File: src/rtl/spi_eep_pkg.sv
package spi_eep_pkg;
  localparam int FRAME_W   = 24;
  localparam int BIT_CNT_W = $clog2(FRAME_W + 1);

  localparam int F_START   = 31;
  localparam int F_CMD_LO  = 16;
  localparam int F_ADDR_LO = 8;

  typedef enum logic [2:0] {
    CMD_RDSR  = 3'd0,
    CMD_WRSR  = 3'd1,
    CMD_READ  = 3'd2,
    CMD_WRITE = 3'd3,
    CMD_WREN  = 3'd4
  } cmd_e;

  function automatic logic cmd_valid(input logic [2:0] c);
    return c <= 3'd4;
  endfunction

  function automatic logic [7:0] cmd_opcode(input logic [2:0] c);
    case (c)
      CMD_RDSR:  return 8'h05;
      CMD_WRSR:  return 8'h01;
      CMD_READ:  return 8'h03;
      CMD_WRITE: return 8'h02;
      default:   return 8'h06;
    endcase
  endfunction

  function automatic logic [BIT_CNT_W-1:0] cmd_bits(input logic [2:0] c);
    case (c)
      CMD_RDSR, CMD_WRSR:   return BIT_CNT_W'(16);
      CMD_READ, CMD_WRITE:  return BIT_CNT_W'(24);
      default:              return BIT_CNT_W'(8);
    endcase
  endfunction

  function automatic logic cmd_is_read(input logic [2:0] c);
    return (c == CMD_RDSR) || (c == CMD_READ);
  endfunction

  // Left-aligned bit stream: opcode first, then address/data as needed.
  function automatic logic [FRAME_W-1:0] build_frame(input logic [2:0] c,
                                                      input logic [7:0] a,
                                                      input logic [7:0] d);
    case (c)
      CMD_WRSR:  return {cmd_opcode(c), d, 8'h00};
      CMD_READ:  return {cmd_opcode(c), a, 8'h00};
      CMD_WRITE: return {cmd_opcode(c), a, d};
      default:   return {cmd_opcode(c), 16'h0000};
    endcase
  endfunction
endpackage

File: src/rtl/spi_eep_regs.sv
module spi_eep_regs
  import spi_eep_pkg::*;
(
  input  logic        clk,
  input  logic        rst_n,
  input  logic        wr_en,
  input  logic [31:0] wdata,
  input  logic        clr_start,
  input  logic        cap_en,
  input  logic [7:0]  cap_data,
  output logic        start_o,
  output logic [2:0]  cmd_o,
  output logic [7:0]  addr_o,
  output logic [7:0]  data_o
);
  logic [2:0] wr_cmd;
  assign wr_cmd = wdata[F_CMD_LO +: 3];

  always_ff @(posedge clk or negedge rst_n) begin
    if (!rst_n) begin
      start_o <= 1'b0;
      cmd_o   <= '0;
      addr_o  <= '0;
      data_o  <= '0;
    end else begin
      if (wr_en && !start_o) begin
        cmd_o   <= wr_cmd;
        addr_o  <= wdata[F_ADDR_LO +: 8];
        data_o  <= wdata[7:0];
        start_o <= wdata[F_START] && cmd_valid(wr_cmd);
      end
      if (clr_start) start_o <= 1'b0;
      if (cap_en)    data_o  <= cap_data;
    end
  end
endmodule

File: src/rtl/spi_eep_clkdiv.sv
module spi_eep_clkdiv #(
  parameter int HALF_DIV = 4
) (
  input  logic clk,
  input  logic rst_n,
  input  logic run,
  output logic tick
);
  generate
    if (HALF_DIV <= 1) begin : g_full
      assign tick = run;
    end else begin : g_div
      localparam int CW = $clog2(HALF_DIV);
      logic [CW-1:0] cnt;
      assign tick = run && (cnt == CW'(HALF_DIV - 1));
      always_ff @(posedge clk or negedge rst_n) begin
        if (!rst_n)       cnt <= '0;
        else if (!run)    cnt <= '0;
        else if (tick)    cnt <= '0;
        else              cnt <= cnt + 1'b1;
      end
    end
  endgenerate
endmodule

File: src/rtl/spi_eep_engine.sv
module spi_eep_engine
  import spi_eep_pkg::*;
(
  input  logic       clk,
  input  logic       rst_n,
  input  logic       start,
  input  logic [2:0] cmd,
  input  logic [7:0] addr,
  input  logic [7:0] data,
  input  logic       tick,
  input  logic       miso,
  output logic       run,
  output logic       sck,
  output logic       cs_n,
  output logic       mosi,
  output logic       xfer_done,
  output logic       clr_start,
  output logic       cap_en,
  output logic [7:0] cap_data
);
  typedef enum logic [1:0] {S_IDLE, S_SHIFT, S_GAP} state_e;

  state_e                state;
  logic [FRAME_W-1:0]    frame;
  logic [FRAME_W-1:0]    next_frame;
  logic [BIT_CNT_W-1:0]  nbits;
  logic [BIT_CNT_W-1:0]  bit_idx;
  logic [7:0]            rx;
  logic                  gap_cnt;
  logic                  is_rd;
  logic                  last_bit;

  assign next_frame = build_frame(cmd, addr, data);
  assign last_bit   = (bit_idx == nbits - 1'b1);
  assign run        = (state != S_IDLE);
  assign xfer_done  = (state == S_SHIFT) && tick && sck && last_bit;
  assign clr_start  = (state == S_GAP) && tick && gap_cnt;
  assign cap_en     = xfer_done && is_rd;
  assign cap_data   = rx;

  always_ff @(posedge clk or negedge rst_n) begin
    if (!rst_n) begin
      state   <= S_IDLE;
      frame   <= '0;
      nbits   <= '0;
      bit_idx <= '0;
      rx      <= '0;
      gap_cnt <= 1'b0;
      is_rd   <= 1'b0;
      sck     <= 1'b0;
      cs_n    <= 1'b1;
      mosi    <= 1'b0;
    end else begin
      case (state)
        S_IDLE: begin
          if (start) begin
            frame   <= next_frame;
            nbits   <= cmd_bits(cmd);
            is_rd   <= cmd_is_read(cmd);
            bit_idx <= '0;
            sck     <= 1'b0;
            cs_n    <= 1'b0;
            mosi    <= next_frame[FRAME_W-1];
            state   <= S_SHIFT;
          end
        end
        S_SHIFT: begin
          if (tick) begin
            if (!sck) begin
              sck <= 1'b1;
              rx  <= {rx[6:0], miso};
            end else begin
              sck <= 1'b0;
              if (last_bit) begin
                cs_n    <= 1'b1;
                mosi    <= 1'b0;
                gap_cnt <= 1'b0;
                state   <= S_GAP;
              end else begin
                frame   <= frame << 1;
                mosi    <= frame[FRAME_W-2];
                bit_idx <= bit_idx + 1'b1;
              end
            end
          end
        end
        S_GAP: begin
          if (tick) begin
            if (gap_cnt) state <= S_IDLE;
            else         gap_cnt <= 1'b1;
          end
        end
        default: state <= S_IDLE;
      endcase
    end
  end
endmodule

File: src/rtl/spi_eep_ctrl.sv
module spi_eep_ctrl
  import spi_eep_pkg::*;
#(
  parameter int HALF_DIV = 4
) (
  input  logic        clk,
  input  logic        rst_n,
  input  logic        reg_wr,
  input  logic [31:0] reg_wdata,
  output logic [31:0] reg_rdata,
  output logic        spi_sck,
  output logic        spi_cs_n,
  output logic        spi_mosi,
  input  logic        spi_miso
);
  logic       start_q;
  logic [2:0] cmd_q;
  logic [7:0] addr_q;
  logic [7:0] data_q;
  logic       div_tick;
  logic       eng_run;
  logic       xfer_done;
  logic       clr_start;
  logic       cap_en;
  logic [7:0] cap_data;

  spi_eep_regs u_regs (
    .clk(clk), .rst_n(rst_n), .wr_en(reg_wr), .wdata(reg_wdata),
    .clr_start(clr_start), .cap_en(cap_en), .cap_data(cap_data),
    .start_o(start_q), .cmd_o(cmd_q), .addr_o(addr_q), .data_o(data_q)
  );

  spi_eep_clkdiv #(.HALF_DIV(HALF_DIV)) u_div (
    .clk(clk), .rst_n(rst_n), .run(eng_run), .tick(div_tick)
  );

  spi_eep_engine u_eng (
    .clk(clk), .rst_n(rst_n), .start(start_q), .cmd(cmd_q), .addr(addr_q),
    .data(data_q), .tick(div_tick), .miso(spi_miso), .run(eng_run),
    .sck(spi_sck), .cs_n(spi_cs_n), .mosi(spi_mosi), .xfer_done(xfer_done),
    .clr_start(clr_start), .cap_en(cap_en), .cap_data(cap_data)
  );

  always_comb begin
    reg_rdata                   = '0;
    reg_rdata[F_START]          = start_q;
    reg_rdata[F_CMD_LO +: 3]    = cmd_q;
    reg_rdata[F_ADDR_LO +: 8]   = addr_q;
    reg_rdata[7:0]              = data_q;
  end
endmodule

File: config.mk
export PLATFORM = sky130hd
export DESIGN_NAME = spi_eep_ctrl
export DESIGN_NICKNAME = d
export VERILOG_FILES = /design/src/rtl/spi_eep_pkg.sv /design/src/rtl/spi_eep_regs.sv /design/src/rtl/spi_eep_clkdiv.sv /design/src/rtl/spi_eep_engine.sv /design/src/rtl/spi_eep_ctrl.sv
export SDC_FILE = /design/constraint.sdc
export NUM_CORES = 1
export LEC_CHECK = 0
export BUFFER_PORTS_ARGS = -buffer_cell sky130_fd_sc_hd__buf_2
export CAP_MARGIN = 0
export CORE_MARGIN = 1.5
export CORE_UTILIZATION = 50
export DETAILED_ROUTE_END_ITERATION = 12
export PLACE_DENSITY = 0.79
export SLEW_MARGIN = 15
export SYNTH_ARGS = -nofsm -noshare
export SYNTH_HDL_FRONTEND = slang
export SYNTH_SLANG_ARGS = --single-unit
File: constraint.sdc
create_clock -name clk -period 2.45 [get_ports clk]
set_clock_uncertainty 0.1 [all_clocks]
set_input_delay 0.49 -clock clk [delete_from_list [all_inputs] [get_ports clk]]
set_output_delay 0.49 -clock clk [all_outputs]
set_load 0.005 [all_outputs]
# Yosys cells after proc, flatten, opt, wreduce, memory -nomap -nowiden
# Index checks and enable logic that the tools add are counted.
[totals]
output_inout_bits = 35
wordCells = 106
input_bits = 36
register_bits = 70
[classes]
n_eq_ne = 14
n_bitwise = 1
magnitude_cmp = 1
add_sub_neg = 3
n_mux = 44
n_reduce_logical = 28
[ops]
columns = ["op", "n"]
rows = [
  ["two-way mux 23 bit", 4],
  ["case mux 19 bit (3 select lines)", 1],
  ["case mux 23 bit (2 select lines)", 1],
  ["two-way mux 5 bit", 4],
  ["case mux 5 bit (2 select lines)", 2],
  ["two-way mux 2 bit", 9],
  ["two-way mux 1 bit", 16],
  ["two-way mux 8 bit", 2],
  ["AND reduction 5 bit", 3],
  ["inequality test 2 x 1 -> 1 bit (second input constant)", 5],
  ["nonzero test 2 bit", 5],
  ["logical AND 1 bit", 9],
  ["case mux 1 bit (2 select lines)", 4],
  ["equality test 3 x 2 -> 1 bit (second input constant)", 2],
  ["case mux 2 bit (3 select lines)", 1],
  ["AND reduction 3 bit", 2],
  ["AND reduction 6 bit", 1],
  ["adder 5 x 1 -> 5 bit (second input constant)", 1],
  ["equality test 5 bit", 1],
  ["subtractor 5 x 1 -> 5 bit (second input constant)", 1],
  ["equality test 2 bit (second input constant)", 2],
  ["inequality test 2 bit (second input constant)", 2],
  ["AND reduction 4 bit", 1],
  ["OR reduction 2 bit", 2],
  ["10 further kinds", 10],
]

# Logic depth before layout (Yosys ltp)
[logic_depth]
ltp_word = 7
mapped_depth = 7
ltp_nobuf = 5

# Modules after synthesis
# Synthesis repeated with hierarchy kept, for this count alone.
[hier_totals]
cells_unflattened = 287
hier_area_um2 = 3288.2
[modules_own_cells]
columns = ["mod", "area_each_um2", "cells_each", "seq_area_each_um2", "n_inst"]
rows = [
  ["spi_eep_engine", 2149.6, 195, 1127.3, 1],
  ["spi_eep_regs", 945.9, 72, 500.5, 1],
  ["spi_eep_ctrl", 101.3, 14, 0.0, 1],
  ["spi_eep_clkdiv", 91.3, 6, 50.0, 1],
]

# Worst setup path after synthesis
# Ideal clock, no wire load.
[synth_timing]
path_type = "register to register"
from = "register u_eng.bit_idx[0]"
to = "register u_eng.frame[17]"
slack_ns = 0.533
arrival_ns = 1.690
path_stages_with_launch = 8
path_buffers = 2
synth_period_minus_slack_ns = 1.917
t_required_ns = 2.223
setup_ns = 0.127
path_cell_list = "dfrtp_1 > ha_1 > nand4b_1 > mux2_4 > a21boi_2 > buf_6 > buf_6 > mux2_1"
[synth_between]
elab_chain_cells = 3
[synth_rtl]
columns = ["item", "line_no", "text"]
rows = [
  ["start: declaration", "spi_eep_engine.sv:27", "logic [BIT_CNT_W-1:0] bit_idx;"],
  ["start signal: assignment", "spi_eep_engine.sv:82", "bit_idx <= bit_idx + 1'b1;"],
  ["equality test 5 bit", "spi_eep_engine.sv:34", "assign last_bit = (bit_idx == nbits - 1'b1);"],
  ["inequality test 2 bit (no line)", "-", ""],
  ["AND reduction 5 bit (no line)", "-", ""],
  ["end signal: assignment", "spi_eep_engine.sv:57", "frame <= next_frame;"],
  ["end signal: assignment", "spi_eep_engine.sv:80", "frame <= frame << 1;"],
  ["end: declaration", "spi_eep_engine.sv:24", "logic [FRAME_W-1:0] frame;"],
]
# Every way passes these cells.
# A chain may end at the register's enable or synchronous reset.

# Worst setup path in the final report
[layout_timing]
from = "register u_eng.bit_idx[1]"
to = "register u_regs.data_o[1]"
[layout_between]
elab_chain_cells = 4
elab_cells_between_ends = 5
classes_between = "1 x eq/ne; 1 x mux; 3 x reduce/logical"
[layout_rtl]
columns = ["item", "line_no", "text"]
rows = [
  ["equality test 5 bit *", "spi_eep_engine.sv:34", ""],
  ["logical AND 1 bit *", "spi_eep_engine.sv:36", "assign xfer_done = (state == S_SHIFT) && tick && sck && last_bit;"],
  ["logical AND 1 bit *", "spi_eep_engine.sv:38", "assign cap_en = xfer_done && is_rd;"],
  ["two-way mux 8 bit / nonzero test 2 bit (equally long branches)", "-", ""],
  ["end signal: assignment", "spi_eep_regs.sv:29", "data_o <= wdata[7:0];"],
  ["end signal: assignment", "spi_eep_regs.sv:33", "if (cap_en) data_o <= cap_data;"],
  ["end: declaration", "spi_eep_regs.sv:14", "output logic [7:0] data_o"],
]
# Every way passes the cells marked *; elsewhere a longest branch is shown, timed or not.

==> impl_metrics.ini <==
[run_status]
status = finished, final reports clean

[clock_tree]
cts_tree = yes
numCtsBuffers = 9
htree_levels = 3
clock_path_buffers = 2
clock_latency_ps = 340
clock-sinks = 67
cts_root_buf = clkbuf_8
cts_resized = 0
hold_buffers = 0
clk_pin_slew_ps = 80
post_cts_buffers = 0

[critical_path]
crit_path_top_delay_cell = nor3_4
cp_max_fo = 10
crit_arrival_ps = 2300
r2r_cells = 5
start_kind = flip-flop
critPathKind = flip-flop to flip-flop
critPathMaxStageDelay_ps = 440
worstPathRequired_ps = 2570
cp-end-kind = flip-flop
path_cells = ha_1, nand4b_1, mux2_4, nor3_4, mux2_2

[logic_synthesis]
yosysUniqueCellTypes = 44
ys_ff_latch = 67
synth-edff-count = 0
netlist_area_um2 = 3167
synth_flop_cell = dfrtp_1
async_reset_ff_share_pct = 100.0
syn_avg_cell_area_um2 = 12.42
yosysSeqAreaShare_pct = 52.98
synthCells = 255
yosys_warnings = 0

[layout]
nNetsFinal = 339
diodes = 0
drive_gt1_share_pct = 38.89
area_growth_pct = 15.61
final_cells = 381
nFillCells = 483

[detailed_routing]
drt-vias-per-instance = 5.617
drt.antenna.violating_nets = 0
vias = 2140
drt_wl_total_um = 6182
drt_iter0_markers = 186
route.detailed.drc = 0
wl_per_cell_um = 16.23
first_pass_iters = 8

[pwr]
clkPwrFrac_pct = 26.3
swShare_pct = 31.51
combPwrFrac_pct = 29.7
seq_power_share_pct = 44.0
internal-power_mw = 2.869
switching_power_mw = 1.320
peakVddDrop_uv = 664.3
p_leak_nw = 1.743
power_density_nw_per_um2 = 1144

[die]
core_um2 = 6026
ios = 71
rows = 28
die_h_um = 82.59
fp.dieW_um = 82.59
dieArea_um2 = 6820
start_util_pct = 52.55

[placement]
io_buffers = 46
dpl.cell_count = 365
gp_congestion = 0.7972
hpwl_um = 4264

[sta]
slew_viol_final = 0
worstMarginPinSlew_ps = 520.2
final_hold_viol_count = 0
timing.setup.tns_ps = 0
period_minus_slack_ps = 2176
setup_violations = 0
fmaxAchievable_ghz = 0.4595
rsz0062_at_grt = false
min_period_over_period_pct = 88.82
relSlewSlack_pct = 65.32

[global_route]
grt_max_degree = 46
grt-ovfl-total = 0
grt_pass1_wl_um = 10170
track_usage_pct = 20.20
antenna_found_initial = 0
grt_pass1_vias = 2098

[min_path]
holdCritPathClass = primary input to asynchronous set/reset pin

[run]
max-cap-violations = 0
synth_stat cells (3+ instances only):
cell | count | share of area [%]
mux2_2 | 43 | 15
nand3_1 | 4 | 0.63
mux2i_1 | 10 | 3.2
inv_1 | 13 | 1.5
buf_6 | 3 | 1.1
dfrtp_1 | 66 | 52
nor3_1 | 5 | 0.79
o21ai_0 | 6 | 0.95
a222oi_1 | 8 | 2.5
and3_1 | 6 | 1.2
buf_4 | 13 | 3.1
nor2_1 | 6 | 0.71
nor2b_1 | 4 | 0.79
a21oi_1 | 4 | 0.63
nand2_1 | 9 | 1.1
buf_2 | 3 | 0.47
a22o_1 | 12 | 3.3
clkbuf_1 | 6 | 0.71
path summary, 6_finish.rpt:
path / endpoint / slack, ps / startpoint
max: u_regs.data_o[1] / 270 / u_eng.bit_idx[1]
min: u_regs.addr_o[1] / 20 / rst_n
max reg2reg: u_regs.data_o[1] / 270 / u_eng.bit_idx[1]
min reg2reg: u_div.g_div.cnt[0] / 340 / u_div.g_div.cnt[0]
max in group asynchronous: u_eng.cs_n / 1590 / rst_n
min in group clk: u_regs.addr_o[5] / 280 / reg_wdata[13]
sequential cells by signal, indices dropped and copies added, names as in the netlist:
register	count
u_eng.cs_n	1
u_eng.bit_idx	5
u_regs.addr_o	8
u_eng.sck	1
u_regs.start_o	1
u_regs.cmd_o	3
u_eng.is_rd	1
u_eng.mosi	1
u_eng.cap_data	8
u_eng.state	2
u_regs.data_o	8
u_eng.frame	23
u_eng.nbits	2
u_div.g_div.cnt	2
u_eng.gap_cnt	1
cells in the final DEF, fill, tap and decap left out, types with 8 or more instances in the layout:
cell      synthesis  final
mux2_2           43     43
conb_1            1     12
inv_1            13     13
a222oi_1          8      8
dfrtp_1          66     66
nand2_1           9      9
clkbuf_8          0      9
a22o_1           12     12
mux2i_1          10     10
buf_2             3     46
routing by layer:
metal / up-vias / global-route usage (%) / wire [µm] / share of wire [%]
li1: 994 / - / - / -
met3: 11 / 3.187 / 294 / 4.8
met5: - / 0 / 0 / 0
met4: 0 / 10.00 / 129 / 2.1
met2: 65 / 30.73 / 3053 / 49
met1: 1070 / 28.17 / 2704 / 44
power groups by stage:
| stage | registers (mW) | logic [mW] | clock network [mW] |
|---|---|---|---|
| after floorplan | 1.76 | 0.954 | 0 |
| after global placement | 1.84 | 1.20 | 0 |
| final | 1.84 | 1.24 | 1.10 |
| after global routing | 1.90 | 1.39 | 1.15 |
| after detailed placement | 1.86 | 1.25 | 0 |
| after CTS | 1.84 | 1.26 | 1.11 |
metrics by stage:
step | setup WS (ps) | power, mW | hold WS [ps] | util, % | instance area (µm²)
finish | 273.9 | 4.189 | 18.72 | 60.76 | 3661
global route | 171.2 | 4.443 | 67.61 | 60.76 | 3661
CTS | 268.6 | 4.214 | 27.63 | 60.76 | 3661
detailed placement | 314.7 | 3.112 | 333.8 | 56.77 | 3421
global placement | 351.8 | 3.042 | 322.8 | 56.77 | 3421
floorplan | 532.7 | 2.711 | 94.41 | - | 3208
final cells by class:
cell class / instances / area [µm²] / share of cell area [%]
Tap cell: 75 / 93.84 / 2.563
Inverter: 13 / 48.80 / 1.333
Clock inverter: 7 / 116.4 / 3.178
Clock buffer: 9 / 123.9 / 3.383
Multi-Input combinational cell: 158 / 1300 / 35.51
Timing Repair Buffer: 52 / 300.3 / 8.202
Sequential cell: 67 / 1678 / 45.83
logic make-up (layout without fill, tap and decap cells):
group / after synthesis / in the layout / share of synthesized area, %
flops: 67 / 67 / 52.98
mux: 56 / 56 / 19.64
compound gates: 44 / 44 / 11.10
simple gates: 43 / 43 / 7.823
buf+inv: 41 / 81 / 7.270
fa+ha+maj: 2 / 2 / 0.7901
other cells: 1 / 12 / 0.1184
xor+xnor: 1 / 1 / 0.2766
worst max-delay path, delay by kind of cell (launching register included):
kind	cells	cell delay [ps]
multiplexers	2	760
adder cells (fa/ha/maj)	1	250
flip-flops	1	390
AND/OR/NAND/NOR	2	560
Power figures use the tool's default switching activity.
